<file path="config.mk">
export PLATFORM = sky130hd
export DESIGN_NAME = oneshot_pair
export DESIGN_NICKNAME = d
export VERILOG_FILES = /design/src/rtl/oneshot_pkg.sv /design/src/rtl/os_sync.sv /design/src/rtl/os_ctrl.sv /design/src/rtl/os_dp.sv /design/src/rtl/os_channel.sv /design/src/rtl/oneshot_pair.sv
export SDC_FILE = /design/constraint.sdc
export NUM_CORES = 1
export LEC_CHECK = 0
export ABC_AREA = 1
export CORE_ASPECT_RATIO = 0.5
export CORE_MARGIN = 3
export CORE_UTILIZATION = 30
export CTS_BUF_LIST = sky130_fd_sc_hd__clkbuf_8
export DETAILED_ROUTE_END_ITERATION = 10
export DONT_BUFFER_PORTS = 1
export PLACE_DENSITY = 0.45
export REMOVE_ABC_BUFFERS = 1
export SLEW_MARGIN = 20
export SYNTH_ARGS = -nofsm -noshare
export SYNTH_HDL_FRONTEND = slang
export SYNTH_HIERARCHICAL = 1
export SYNTH_SLANG_ARGS = --single-unit
export TNS_END_PERCENT = 1
</file>
<file path="constraint.sdc">
create_clock -name clk -period 2.43 [get_ports clk]
set_clock_uncertainty 0.15 [all_clocks]
set_input_delay 0.243 -clock clk [delete_from_list [all_inputs] [get_ports clk]]
set_output_delay 0.243 -clock clk [all_outputs]
set_load 0.01 [all_outputs]
</file>
<file path="src/rtl/oneshot_pkg.sv">
package oneshot_pkg;
  typedef struct packed {
    logic load;   // capture length, pulse begins
    logic dec;    // count one cycle of a running pulse
    logic clr;    // synchronized clear is active
  } osStrobe_t;
endpackage

</file>
<file path="src/rtl/os_sync.sv">
module os_sync #(
  parameter int N = 1,
  parameter int STAGES = 2,
  parameter logic [N-1:0] RST_VAL = '0
) (
  input  logic         clk,
  input  logic         rstN,
  input  logic [N-1:0] din,
  output logic [N-1:0] dout
);
  logic [STAGES-1:0][N-1:0] stage;

  always_ff @(posedge clk or negedge rstN) begin
    if (!rstN) stage[0] <= RST_VAL;
    else       stage[0] <= din;
  end

  for (genvar s = 1; s < STAGES; s++) begin : g_stage
    always_ff @(posedge clk or negedge rstN) begin
      if (!rstN) stage[s] <= RST_VAL;
      else       stage[s] <= stage[s-1];
    end
  end

  assign dout = stage[STAGES-1];
endmodule

</file>
<file path="src/rtl/os_ctrl.sv">
module os_ctrl
  import oneshot_pkg::*;
(
  input  logic      clk,
  input  logic      rstN,
  input  logic      aSync,
  input  logic      bSync,
  input  logic      clrSync,
  input  logic      cntZero,
  output osStrobe_t strobe,
  output logic      active
);
  logic armTerm;
  logic termPrev;
  logic fire;

  assign armTerm = ~aSync & bSync & clrSync;
  assign fire    = armTerm & ~termPrev & ~active;

  always_ff @(posedge clk or negedge rstN) begin
    if (!rstN) begin
      termPrev <= 1'b0;
      active   <= 1'b0;
    end else begin
      termPrev <= armTerm;
      if (!clrSync)              active <= 1'b0;
      else if (fire)             active <= 1'b1;
      else if (active && cntZero) active <= 1'b0;
    end
  end

  assign strobe.load = fire;
  assign strobe.dec  = active & ~cntZero;
  assign strobe.clr  = ~clrSync;

  AST_CLEAR_IDLE: assert property (@(posedge clk) disable iff (!rstN)
    !clrSync |=> !active);
  AST_FIRE_STARTS: assert property (@(posedge clk) disable iff (!rstN)
    fire |=> active);
  AST_NO_RETRIG: assert property (@(posedge clk) disable iff (!rstN)
    (active && !cntZero && clrSync) |=> active);
  AST_BLOCKED_IDLE: assert property (@(posedge clk) disable iff (!rstN)
    (!active && (aSync || !bSync)) |=> !active);
endmodule

</file>
<file path="src/rtl/os_dp.sv">
module os_dp
  import oneshot_pkg::*;
#(
  parameter int WIDTH = 8
) (
  input  logic             clk,
  input  logic             rstN,
  input  osStrobe_t        strobe,
  input  logic [WIDTH-1:0] lenIn,
  output logic             cntZero
);
  logic [WIDTH-1:0] remain;

  always_ff @(posedge clk or negedge rstN) begin
    if (!rstN)            remain <= '0;
    else if (strobe.clr)  remain <= '0;
    else if (strobe.load) remain <= lenIn;
    else if (strobe.dec)  remain <= remain - 1'b1;
  end

  assign cntZero = (remain == '0);

  AST_LEN_CAPTURE: assert property (@(posedge clk) disable iff (!rstN)
    (strobe.load && !strobe.clr) |=> remain == $past(lenIn));
  AST_COUNT_DOWN: assert property (@(posedge clk) disable iff (!rstN)
    (strobe.dec && !strobe.clr && !strobe.load) |=> remain == $past(remain) - 1'b1);
endmodule

</file>
<file path="src/rtl/os_channel.sv">
module os_channel
  import oneshot_pkg::*;
#(
  parameter int WIDTH = 8
) (
  input  logic             clk,
  input  logic             rstN,
  input  logic             fallIn,
  input  logic             riseIn,
  input  logic             clearIn,
  input  logic [WIDTH-1:0] lenIn,
  output logic             pulseOut,
  output logic             pulseOutN
);
  logic [2:0] syncd;
  osStrobe_t  strobe;
  logic       cntZero;
  logic       active;

  // bit 2 = fall pin (idles high), bit 1 = rise pin, bit 0 = clear
  os_sync #(.N(3), .STAGES(2), .RST_VAL(3'b100)) u_sync (
    .clk(clk), .rstN(rstN),
    .din({fallIn, riseIn, clearIn}),
    .dout(syncd)
  );

  os_ctrl u_ctrl (
    .clk(clk), .rstN(rstN),
    .aSync(syncd[2]), .bSync(syncd[1]), .clrSync(syncd[0]),
    .cntZero(cntZero), .strobe(strobe), .active(active)
  );

  os_dp #(.WIDTH(WIDTH)) u_dp (
    .clk(clk), .rstN(rstN), .strobe(strobe),
    .lenIn(lenIn), .cntZero(cntZero)
  );

  assign pulseOut  = active;
  assign pulseOutN = ~active;
endmodule

</file>
<file path="src/rtl/oneshot_pair.sv">
module oneshot_pair #(
  parameter int CHANNELS = 2,
  parameter int WIDTH    = 8
) (
  input  logic                      clk,
  input  logic                      rstN,
  input  logic [CHANNELS-1:0]       fallTrig,
  input  logic [CHANNELS-1:0]       riseTrig,
  input  logic [CHANNELS-1:0]       clearN,
  input  logic [CHANNELS*WIDTH-1:0] pulseLen,
  output logic [CHANNELS-1:0]       pulse,
  output logic [CHANNELS-1:0]       pulseN
);
  for (genvar c = 0; c < CHANNELS; c++) begin : g_ch
    os_channel #(.WIDTH(WIDTH)) u_ch (
      .clk(clk), .rstN(rstN),
      .fallIn(fallTrig[c]), .riseIn(riseTrig[c]), .clearIn(clearN[c]),
      .lenIn(pulseLen[c*WIDTH +: WIDTH]),
      .pulseOut(pulse[c]), .pulseOutN(pulseN[c])
    );
  end
endmodule

</file>
==> results of run 1 <==
[power groups by stage]
stage | Combinational [uW] | Sequential (uW) | Clock [uW]
2_1_floorplan | 459 | 666 | 0
3_5_place_dp | 559 | 683 | 0
5_1_grt | 672 | 684 | 503
4_1_cts | 588 | 674 | 477
3_3_place_gp | 554 | 683 | 0
6_report | 578 | 674 | 456
[cell families after synthesis]
family | share of synthesized area (%)
flip-flops | 46.20
adder cells (fa/ha/maj) | 2.870
AO/OA/AOI/OAI | 8.608
XOR/XNOR | 1.004
buffers and inverters | 11.62
AND/OR/NAND/NOR | 29.70
[flip-flops by register name, indices dropped and copies added (netlist names)]
register	count
g_ch.u_ch/u_sync/dout	6
g_ch.u_ch/u_ctrl/termPrev	2
g_ch.u_ch/u_sync/stage	6
g_ch.u_ch/u_ctrl/active	2
g_ch.u_ch/u_dp/remain	16
[final cells by class]
| type | count | area share, % |
|---|---|---|
| Multi-Input combinational cell | 148 | 37.55 |
| Timing Repair Buffer | 10 | 5.619 |
| Sequential cell | 32 | 41.12 |
| Inverter | 32 | 6.130 |
| Clock buffer | 7 | 4.917 |
| Tap cell | 70 | 4.470 |
| Clock inverter | 1 | 0.1916 |
[worst max-delay path, cell delays in order (launching register included)]
cell,delay [ps]
dfrtp_1,420
inv_1,150
ha_1,180
nand3_1,80
nor4_1,220
nor2_1,140
o21ai_2,350
nor2_1,90
o21ai_0,90
o21ai_0,100
[synth_stat cells]
master and number:
nor2_2 6, nand3_1 16, o21ai_0 6, nand2_2 4
dfrtp_1 28, o22ai_1 4, dfstp_2 4, nor2_4 2
buf_6 2, xor2_1 2, nand4_1 2, inv_1 26
nand2_1 46, nand3_2 2, o21ai_2 4, ha_1 4
inv_2 6, o21ai_1 10, nor4_1 2, nor2_1 36
a21oi_1 2, buf_4 8
[per-stage QoR]
step / instances / utilization (%) / setup slack [ps]
after floorplan: 212 / - / 719.6
after global routing: 300 / 37.34 / 158.4
after global placement: 282 / 33.33 / 348.7
final: 300 / 37.34 / 364.6
after detailed placement: 282 / 33.33 / 335.8
after CTS: 300 / 37.34 / 324.2
[how the worst min path moves through the flow]
stage	startpoint	end	slack [ps]	cells after the start
2_1_floorplan	rstN	g_ch[0].u_ch/u_ctrl/active	-200	0
3_3_place_gp	rstN	g_ch[0].u_ch/u_dp/remain[6]	-200	0
3_5_place_dp	rstN	g_ch[0].u_ch/u_dp/remain[6]	-200	0
4_1_cts	pulseLen[1]	g_ch[0].u_ch/u_dp/remain[1]	6	2
5_1_grt	pulseLen[1]	g_ch[0].u_ch/u_dp/remain[1]	10	2
6_report	pulseLen[1]	g_ch[0].u_ch/u_dp/remain[1]	10	2
[per-layer routing]
metal  track usage [%]  wire, um  share of wire, %
met1             15.69      1803                49
met2             19.25      1592                43
met3             4.348       218               5.9
met4             5.245        53               1.4
met5                 0         0                 0
[placed cells by master (no fill, tap or decap)]
| cell | count |
|---|---|
| a21oi_1 | 2 |
| buf_12 | 1 |
| clkbuf_8 | 7 |
| dfrtp_1 | 28 |
| dfstp_2 | 4 |
| dlygate4sd3_1 | 9 |
| ha_1 | 4 |
| inv_1 | 27 |
| inv_2 | 6 |
| nand2_1 | 46 |
| nand2_2 | 4 |
| nand3_1 | 16 |
| nand3_2 | 2 |
| nand4_1 | 2 |
| nor2_1 | 36 |
| nor2_2 | 6 |
| nor2_4 | 2 |
| nor4_1 | 2 |
| o21ai_0 | 6 |
| o21ai_1 | 10 |
| o21ai_2 | 4 |
| o22ai_1 | 4 |
| xor2_1 | 2 |
==> reports/qor.csv, run 1 <==
stage,metric,value,unit
power,Seq pwr share,39.4,%
setup_path,Worst Setup Start Kind,flop,
setup_path,CP max FO,8,
detailed_routing,DRC violations left,0,
cells_and_area,final instance area,0.001959,mm2
place,hpwl dp,2.590,mm
global_route,Total GRT Usage,12.32,%
cells_and_area,fillcell total,566,
synthesis,synth unique cells,22,
setup_path,end of the critical path,g_ch[0].u_ch/u_dp/remain[2],
sta,Max Freq,0.4842,GHz
detailed_routing,vias,1358,
global_route,vias in the first global route,1343,
sta,RSZ-0062 raised after global routing,false,
die,Die Ht,59.92,um
outcome,run status,"finished, final reports clean",
clock_tree,cts repair resizes,0,
cells_and_area,FF/Latch Area,805.8,um2
power,Switching Share,36.42,%
setup_path,"reg-to-reg slack, setup",360,ps
power,Power Dens Cells,871.5,mW/mm2
detailed_routing,ANT nets after route,0,
global_route,grt total ovfl,0,
setup_path,Worst Path Required,2450,ps
place,gpl congestion,0.8212,
cells_and_area,nets@finish,257,
power,Psw,621.9,uW
synthesis,#FFs+latches synth,32,
place,Port Buffers,0,
cells_and_area,area of the multi-input gates,735.7,um2
global_route,initial antenna violation count,0,
detailed_routing,total wire length,3.667,mm
synthesis,"Avg Cell Area, Syn",7.857,um2
detailed_routing,1st-pass router iterations,4,
cells_and_area,"Area growth, synth to finish",12.34,%
clock_tree,worst-skew pair later-pin latency,280,ps
cells_and_area,fraction of layout cells with a size suffix above 1,15.65,%
synthesis,Synth Cell Area,0.001744,mm2
die,Die W,113.8,um
power,Max VDD drop,0.2495,mV
sta,Final Cycle Share,85.00,%
detailed_routing,drt initial violations,72,
sta,Final Hold Vio Count,0,
setup_path,crit path kind,reg2reg,
clock_tree,Max H-tree Level,2,
clock_tree,"Hold-fix buffers, CTS",10,
power,Pwr Total,1708,uW
sta,Max Transition Viols Final,0,
global_route,first-pass GRT wire length,6.306,mm
clock_tree,setup repair bufs after CTS,0,
cells_and_area,diodes inserted,0,
setup_path,Crit. End Element,flop,
setup_path,Worst Path Arrival,2080,ps
synthesis,synth top area cells,"dfrtp_1 (40%), nand2_1 (9.9%), nor2_1 (7.7%)",
synthesis,Synth top area share,40.17,%
die,core area,0.005248,mm2
setup_path,worst setup path start,g_ch[0].u_ch/u_dp/remain[0],
sta,Period minus WS final,2065,ps
sta,Final setup viols,0,
power,Leakage,0.001001,uW
clock_tree,Worst-path clk slew,70,ps
clock_tree,TritonCTS clock tree,built,
setup_path,reg2reg start,g_ch[0].u_ch/u_dp/remain[0],
sta,slew margin rel.,73.30,%
clock_tree,CTS buffer count,5,
synthesis,leading area contributor after synthesis,dfrtp_1,
place,dpl cell area,0.001749,mm2
clock_tree,clk buf depth,2,
sta,Final TNS setup,0,ps
global_route,largest net degree at the start of global routing,33,
clock_tree,clock root cell,clkbuf_8,
synthesis,"Seq/Total Area, Yosys",46.20,%
sta,Fin Hold WS,14.11,ps
setup_path,r2r endpoint,g_ch[0].u_ch/u_dp/remain[2],
power,internal power,1086,uW
sta,Least-Margin Pin Slew,400.5,ps
detailed_routing,vias per cell,4.527,
setup_path,Reg2Reg Depth,9,
synthesis,Synthesis Warnings,6,
power,Clk network pwr share,26.7,%
clock_tree,clock sink count,32,
flow_run,Max Cap Viol,0,
die,die area,0.006820,mm2
die,starting density of the core,33.24,%
detailed_routing,WL/cell,12.22,um
die,FP Rows,18,
min_path,HP Class,in2reg,
die,Ports,28,
synthesis,Post-Syn Instances,222,
power,Comb power frac,33.8,%
Note: power is estimated with default switching activity, not from simulation.
==> run 2, diff against run 1 <==
==> constraint.sdc (replaced) <==
create_clock -name clk -period 2 [get_ports clk]
set_clock_uncertainty 0.15 [all_clocks]
set_input_delay 0.2 -clock clk [delete_from_list [all_inputs] [get_ports clk]]
set_output_delay 0.2 -clock clk [all_outputs]
set_load 0.01 [all_outputs]
==> run 2 against run 1 <==
Effect of this change:
- maximum frequency up 9.7%
- routed wire length is 3.2% lower
- global-route usage decreased by 0.37 points
- cell count increased by 3.0%
- clock power rose by 19%
- critical path depth grew 1
- die area did not move
- register-to-register slack got worse by 250 ps
- critical path type unchanged
==> reports/qor.csv, run 2 (synthesized netlist as in run 1, its figures left out) <==
stage,metric,value,unit
sta,Final Cycle Share,94.13,%
detailed_routing,drt initial violations,82,
setup_path,Worst Path Arrival,1900,ps
cells_and_area,Reg with most FFs,g_ch.u_ch/u_dp/remain,
detailed_routing,DRC violations left,0,
die,FP Rows,18,
die,core area,0.005248,mm2
place,Port Buffers,0,
setup_path,Worst Path Required,2020,ps
clock_tree,clock root cell,clkbuf_8,
setup_path,crit-path cells,inv_2 > ha_1 > nand3_1 > nor4_2 > nor2_1 > nor2_1 > nand2_1 > inv_1 > nand2_1 > nand2_1,
clock_tree,TritonCTS clock tree,built,
sta,Period minus WS final,1883,ps
place,hpwl dp,2.577,mm
clock_tree,Max H-tree Level,2,
cells_and_area,Largest register FFs,16,
place,dpl cell area,0.001794,mm2
die,Die W,113.8,um
power,Max VDD drop,0.3601,mV
cells_and_area,area of the multi-input gates,758.2,um2
global_route,vias in the first global route,1385,
sta,Fin Hold WS,11.63,ps
global_route,largest net degree at the start of global routing,33,
place,gpl congestion,0.8071,
clock_tree,clock sink count,32,
die,Ports,28,
cells_and_area,FF/Latch Area,805.8,um2
detailed_routing,highest routed layer,met4,
cells_and_area,nets@finish,266,
global_route,first-pass GRT wire length,6.292,mm
outcome,run status,"finished, final reports clean",
setup_path,"most used cell, CP",nand2_1,
setup_path,CP max FO,6,
min_path,hold_sp,pulseLen[14],
die,Die Ht,59.92,um
cells_and_area,fin cells,309,
setup_path,reg2reg start,g_ch[1].u_ch/u_dp/remain[0],
detailed_routing,vias,1400,
setup_path,Worst path max stage delay,410,ps
flow_run,Max Cap Viol,0,
clock_tree,Worst-path clk slew,70,ps
detailed_routing,WL met2,1.617,mm
cells_and_area,fraction of layout cells with a size suffix above 1,19.67,%
detailed_routing,1st-pass router iterations,4,
detailed_routing,total wire length,3.549,mm
cells_and_area,"leading cell type in the layout, fill and taps excluded",nand2_1,
cells_and_area,final instance area,0.002054,mm2
cells_and_area,most frequent cells in the layout,"nand2_1 (45), nor2_1 (36), dfrtp_1 (28), inv_1 (26), nand3_1 (16)",
cells_and_area,fillcell total,549,
power,Leakage,0.001045,uW
min_path,HP Class,in2reg,
cells_and_area,"Area growth, synth to finish",17.79,%
sta,Final Hold Vio Count,0,
clock_tree,worst-skew pair later-pin latency,280,ps
detailed_routing,M1 wire length,1.726,mm
die,die area,0.006820,mm2
sta,RSZ-0062 raised after global routing,true,
sta,Least-Margin Pin Slew,312.2,ps
detailed_routing,vias per cell,4.531,
global_route,initial antenna violation count,0,
clock_tree,CTS buffer count,5,
cells_and_area,diodes inserted,0,
power,Power Dens Cells,1035,mW/mm2
setup_path,worst setup path start,g_ch[1].u_ch/u_dp/remain[0],
sta,Max Freq,0.5312,GHz
detailed_routing,Met3 Wirelength,167,um
setup_path,Critical-path top delay cell,dfrtp_1,
global_route,grt total ovfl,0,
die,starting density of the core,33.24,%
sta,Final setup viols,0,
global_route,Total GRT Usage,11.95,%
detailed_routing,WL/cell,11.49,um
clock_tree,clk buf depth,2,
setup_path,crit path kind,reg2reg,
setup_path,Crit. End Element,flop,
place,Placed Cells,288,
sta,slew margin rel.,79.11,%
setup_path,Worst Setup Start Kind,flop,
detailed_routing,ANT nets after route,0,
sta,Max Transition Viols Final,0,
==> run 2: cell types whose count changed in the layout (fill, tap and decap cells not counted), sizes merged <==
cell         previous run  this run
buf                     1         8
dlygate4sd3             9        11
==> run 2: path summary, 6_finish.rpt <==
kind / endpoint / slack (ps) / cells after the start
setup / recovery: g_ch[1].u_ch/u_dp/remain[5] / 120 / 10
hold / removal: g_ch[1].u_ch/u_dp/remain[6] / 10 / 4
setup reg to reg: g_ch[1].u_ch/u_dp/remain[5] / 120 / 10
hold reg to reg: g_ch[0].u_ch/u_sync/dout[0] / 190 / 0
max in group asynchronous: g_ch[1].u_ch/u_sync/stage[2] / 1240 / 2
min in group asynchronous: g_ch[0].u_ch/u_dp/remain[6] / 210 / 2
==> run 2: final cells by class <==
type / count / area share [%]
tap: 70 / 4.263
inverter: 32 / 5.847
timing repair buffer: 19 / 8.892
clock buffer: 7 / 4.689
clock inverter: 1 / 0.1827
sequential: 32 / 39.22
multi-input combinational: 148 / 36.91
==> run 2: report_power, final <==
group / total (uW) / switching [uW] / leakage, uW / internal [uW]
Sequential: 822 / 89.9 / 0.000407 / 732
Combinational: 762 / 443 / 0.000583 / 319
Clock: 543 / 234 / 0.0000557 / 309
==> run 2: per-layer routing <==
metal / GRT usage (%) / up-vias
met4: 4.061 / 0
met5: 0 / -
li1: - / 718
met1: 14.98 / 655
met2: 19.92 / 23
met3: 3.741 / 4
==> run 2: critical path, delay by kind of cell (launching register included) <==
| family | cells | cell delay, ps |
|---|---|---|
| and+or+nand+nor | 7 | 810 |
| DFF | 1 | 410 |
| buffers and inverters | 2 | 200 |
| adders and majority gates | 1 | 200 |
==> run 2: per-stage QoR <==
step	total power, uW	setup slack (ps)	utilization (%)	TNS, ps
after floorplan	1368	289.6	-	0
after global placement	1527	103.6	34.19	0
after detailed placement	1533	1.632	34.19	0
after CTS	2128	3.632	38.58	0
after global routing	2319	-38.56	39.15	-138.8
final	2126	117.4	39.15	0
==> run 2: timing repair <==
| action | 4_1_cts | 5_1_grt |
|---|---|---|
| hold endpoints to repair | 42 | 0 |
| hold buffers | 12 | 0 |
| setup buffers | 0 | 1 |
| endpoints found under the setup margin | 0 | 15 |
| gates resized for setup | 0 | 5 |
==> run 3, diff against run 2 <==
--- a/config.mk
+++ b/config.mk
@@ -17,6 +17,5 @@
 export SLEW_MARGIN = 20
 export SYNTH_ARGS = -nofsm -noshare
 export SYNTH_HDL_FRONTEND = slang
-export SYNTH_HIERARCHICAL = 1
 export SYNTH_SLANG_ARGS = --single-unit
 export TNS_END_PERCENT = 1
==> run 3 against run 2 <==
Effect of this change:
- die area increased by 0.93%
- largest power group is now combinational cells
- sequential share of layout area decreased by 0.96 points
- maximum frequency increased by 5.6%
- utilization decreased by 1.5 points
- critical path depth decreased by 2
- via count increased by 0.86%
- non-clock buffer count increased by 3
- count of clock-buffer cells in the layout decreased by 1
- first-iteration DRC count decreased by 50%
- worst setup slack improved by 99 ps
- flip-flop and latch count unchanged
==> reports/qor.csv, run 3 <==
stage,metric,value,unit
cells_and_area,fillcell total,594,
setup_path,end of the critical path,g_ch[1].u_ch.u_dp.remain[2],
sta,RSZ-0062 raised after global routing,false,
clock_tree,Worst-path clk slew,70,ps
setup_path,worst setup path start,g_ch[1].u_ch.u_dp.remain[0],
clock_tree,clk buf depth,2,
synthesis,synth unique cells,21,
global_route,vias in the first global route,1373,
synthesis,"Seq/Total Area, Yosys",45.74,%
cells_and_area,"leading cell type in the layout, fill and taps excluded",nand2_1,
clock_tree,cts repair resizes,0,
global_route,Total GRT Usage,11.60,%
clock_tree,CTS buffer count,5,
synthesis,Synth top area share,39.77,%
setup_path,Reg2Reg Depth,8,
setup_path,reg2reg start,g_ch[1].u_ch.u_dp.remain[0],
cells_and_area,nets@finish,273,
synthesis,Post-Syn Instances,224,
power,Max VDD drop,0.3168,mV
outcome,run status,"finished, final reports clean",
power,Leakage,0.001031,uW
cells_and_area,FF/Latch Area,805.8,um2
place,Placed Cells,291,
power,Power Dens Cells,1205,mW/mm2
setup_path,crit path kind,reg2reg,
cells_and_area,fraction of layout cells with a size suffix above 1,18.15,%
synthesis,Synthesis Warnings,0,
sta,Final setup viols,0,
place,Port Buffers,0,
detailed_routing,DRC violations left,0,
synthesis,"Primary FF master, synth",dfrtp_1,
detailed_routing,WL/cell,11.30,um
power,Pwr Total,2537,uW
clock_tree,clock sink count,32,
global_route,initial antenna violation count,0,
global_route,grt total ovfl,0,
cells_and_area,"Area growth, synth to finish",19.53,%
die,Die Ht,60.19,um
synthesis,Synth top cells by count,"nand2_1 (73), dfrtp_1 (28), nand3_1 (24), nor2_1 (21), inv_1 (16)",
global_route,met2 Use GR,19.22,%
global_route,M3 GR Usage,4.348,%
detailed_routing,total wire length,3.626,mm
global_route,first-pass GRT wire length,6.147,mm
setup_path,CP max FO,5,
global_route,gr busiest metal,met2,
setup_path,r2r endpoint,g_ch[1].u_ch.u_dp.remain[2],
clock_tree,worst-skew pair later-pin latency,290,ps
global_route,largest net degree at the start of global routing,33,
cells_and_area,fin cells,321,
clock_tree,TritonCTS clock tree,built,
min_path,HP Class,in2reg,
synthesis,ys async rst share,100.0,%
cells_and_area,area of the multi-input gates,785.8,um2
cells_and_area,Largest register FFs,16,
sta,slew margin rel.,83.57,%
setup_path,Worst Path Arrival,1850,ps
place,"worst slack, placed",227.5,ps
cells_and_area,Reg with most FFs,g_ch.u_ch.u_dp.remain,
sta,Period minus WS final,1783,ps
detailed_routing,ANT nets after route,0,
sta,Final Cycle Share,89.16,%
die,starting density of the core,31.53,%
detailed_routing,drt initial violations,41,
detailed_routing,1st-pass router iterations,4,
synthesis,synth top area cells,"dfrtp_1 (40%), nand2_1 (16%), nand3_1 (6.8%)",
clock_tree,Max H-tree Level,2,
die,Die W,114.4,um
setup_path,Worst Setup Start Kind,flop,
sta,Final TNS setup,0,ps
global_route,met1 usage,14.08,%
synthesis,#FFs+latches synth,32,
sta,Final Hold Vio Count,0,
place,hpwl dp,2.553,mm
sta,Least-Margin Pin Slew,246.5,ps
setup_path,"reg-to-reg slack, setup",220,ps
synthesis,"count leader, synth",nand2_1,
clock_tree,clock root cell,clkbuf_8,
cells_and_area,most frequent cells in the layout,"nand2_1 (73), dfrtp_1 (28), nand3_1 (24), nor2_1 (21), dlygate4sd3_1 (21)",
die,core area,0.005587,mm2
synthesis,number of synthesized flops with an enable pin,0,
cells_and_area,diodes inserted,0,
die,FP Rows,19,
sta,PnR worst setup slack,216.8,ps
detailed_routing,vias per cell,4.399,
detailed_routing,vias,1412,
flow_run,Max Cap Viol,0,
sta,Max Freq,0.5608,GHz
synthesis,Synth Cell Area,0.001762,mm2
die,die area,0.006883,mm2
setup_path,Worst Path Required,2060,ps
synthesis,leading area contributor after synthesis,dfrtp_1,
cells_and_area,final core occ,37.69,%
sta,Max Transition Viols Final,0,
setup_path,Crit. End Element,flop,
place,gpl congestion,0.7963,
synthesis,"Avg Cell Area, Syn",7.865,um2
die,Ports,28,
-- run 3: cell types whose count changed after synthesis, sizes merged, moves of 4 or more --
cell	before	now
nor2	44	26
nand2	50	86
buf	10	6
o22ai	4	0
inv	32	22
nand3	18	24
-- run 3: per-stage QoR --
| stage | instance area (um2) | hold slack [ps] |
|---|---|---|
| after global placement | 1783 | -244.7 |
| after CTS | 2106 | 14.20 |
| after global routing | 2106 | 37.83 |
| after floorplan | 1692 | -245.6 |
| final | 2106 | 16.27 |
| after detailed placement | 1783 | -244.7 |
-- run 3: cell families after synthesis --
| family | Yosys count | synth area share (%) |
|---|---|---|
| AND/OR/NAND/NOR | 140 | 35.80 |
| flip-flops | 32 | 45.74 |
| buffers and inverters | 30 | 9.659 |
| AO/OA/AOI/OAI | 18 | 6.392 |
| XOR/XNOR | 2 | 0.9945 |
| adder cells (fa/ha/maj) | 2 | 1.420 |
-- run 3: layer usage --
layer  part of all wire [%]  vias up
li1                       -      744
met1                     48      647
met2                     47       15
met3                    3.5        6
met4                    1.5        0
met5                      0        -
-- run 3: area by class of cell --
class	instances	share of cell area (%)
flip-flops and latches	32	38.27
well taps	73	4.337
repair buffers	22	10.93
inverters	24	4.753
clock inverters	2	0.4753
clock buffers	6	3.922
multi-input cells	162	37.31
-- run 3: power breakdown --
group | leakage (uW) | switching, uW | internal, uW
Sequential | 0.000405 | 135 | 774
Combinational | 0.000576 | 656 | 456
Clock | 0.0000510 | 241 | 274
Total | 0.00103 | 1030 | 1500
-- run 3: worst min path at each step --
stage,start,endpoint,slack [ps],cells after the start
2_1_floorplan,rstN,g_ch[0].u_ch.u_ctrl.active,-250,0
3_3_place_gp,rstN,g_ch[1].u_ch.u_dp.remain[7],-240,0
3_5_place_dp,rstN,g_ch[1].u_ch.u_dp.remain[7],-240,0
4_1_cts,pulseLen[7],g_ch[0].u_ch.u_dp.remain[7],10,3
5_1_grt,pulseLen[7],g_ch[0].u_ch.u_dp.remain[7],40,3
6_report,pulseLen[15],g_ch[1].u_ch.u_dp.remain[7],20,3
-- run 3: repair_timing --
action                                  in CTS  in global routing
endpoints found under the hold margin       52                  0
buffers inserted                             0                  0
endpoints found under the setup margin       0                  0
hold buffers                                22                  0
-- run 3: worst max-delay path: stages, from the launching register on --
cell and delay, ps:
dfrtp_1 400, inv_1 130, ha_1 260, nand2_1 90
nor2_1 140, nand2_1 90, nand2_1 160, nand2_2 120
o21ai_1 150
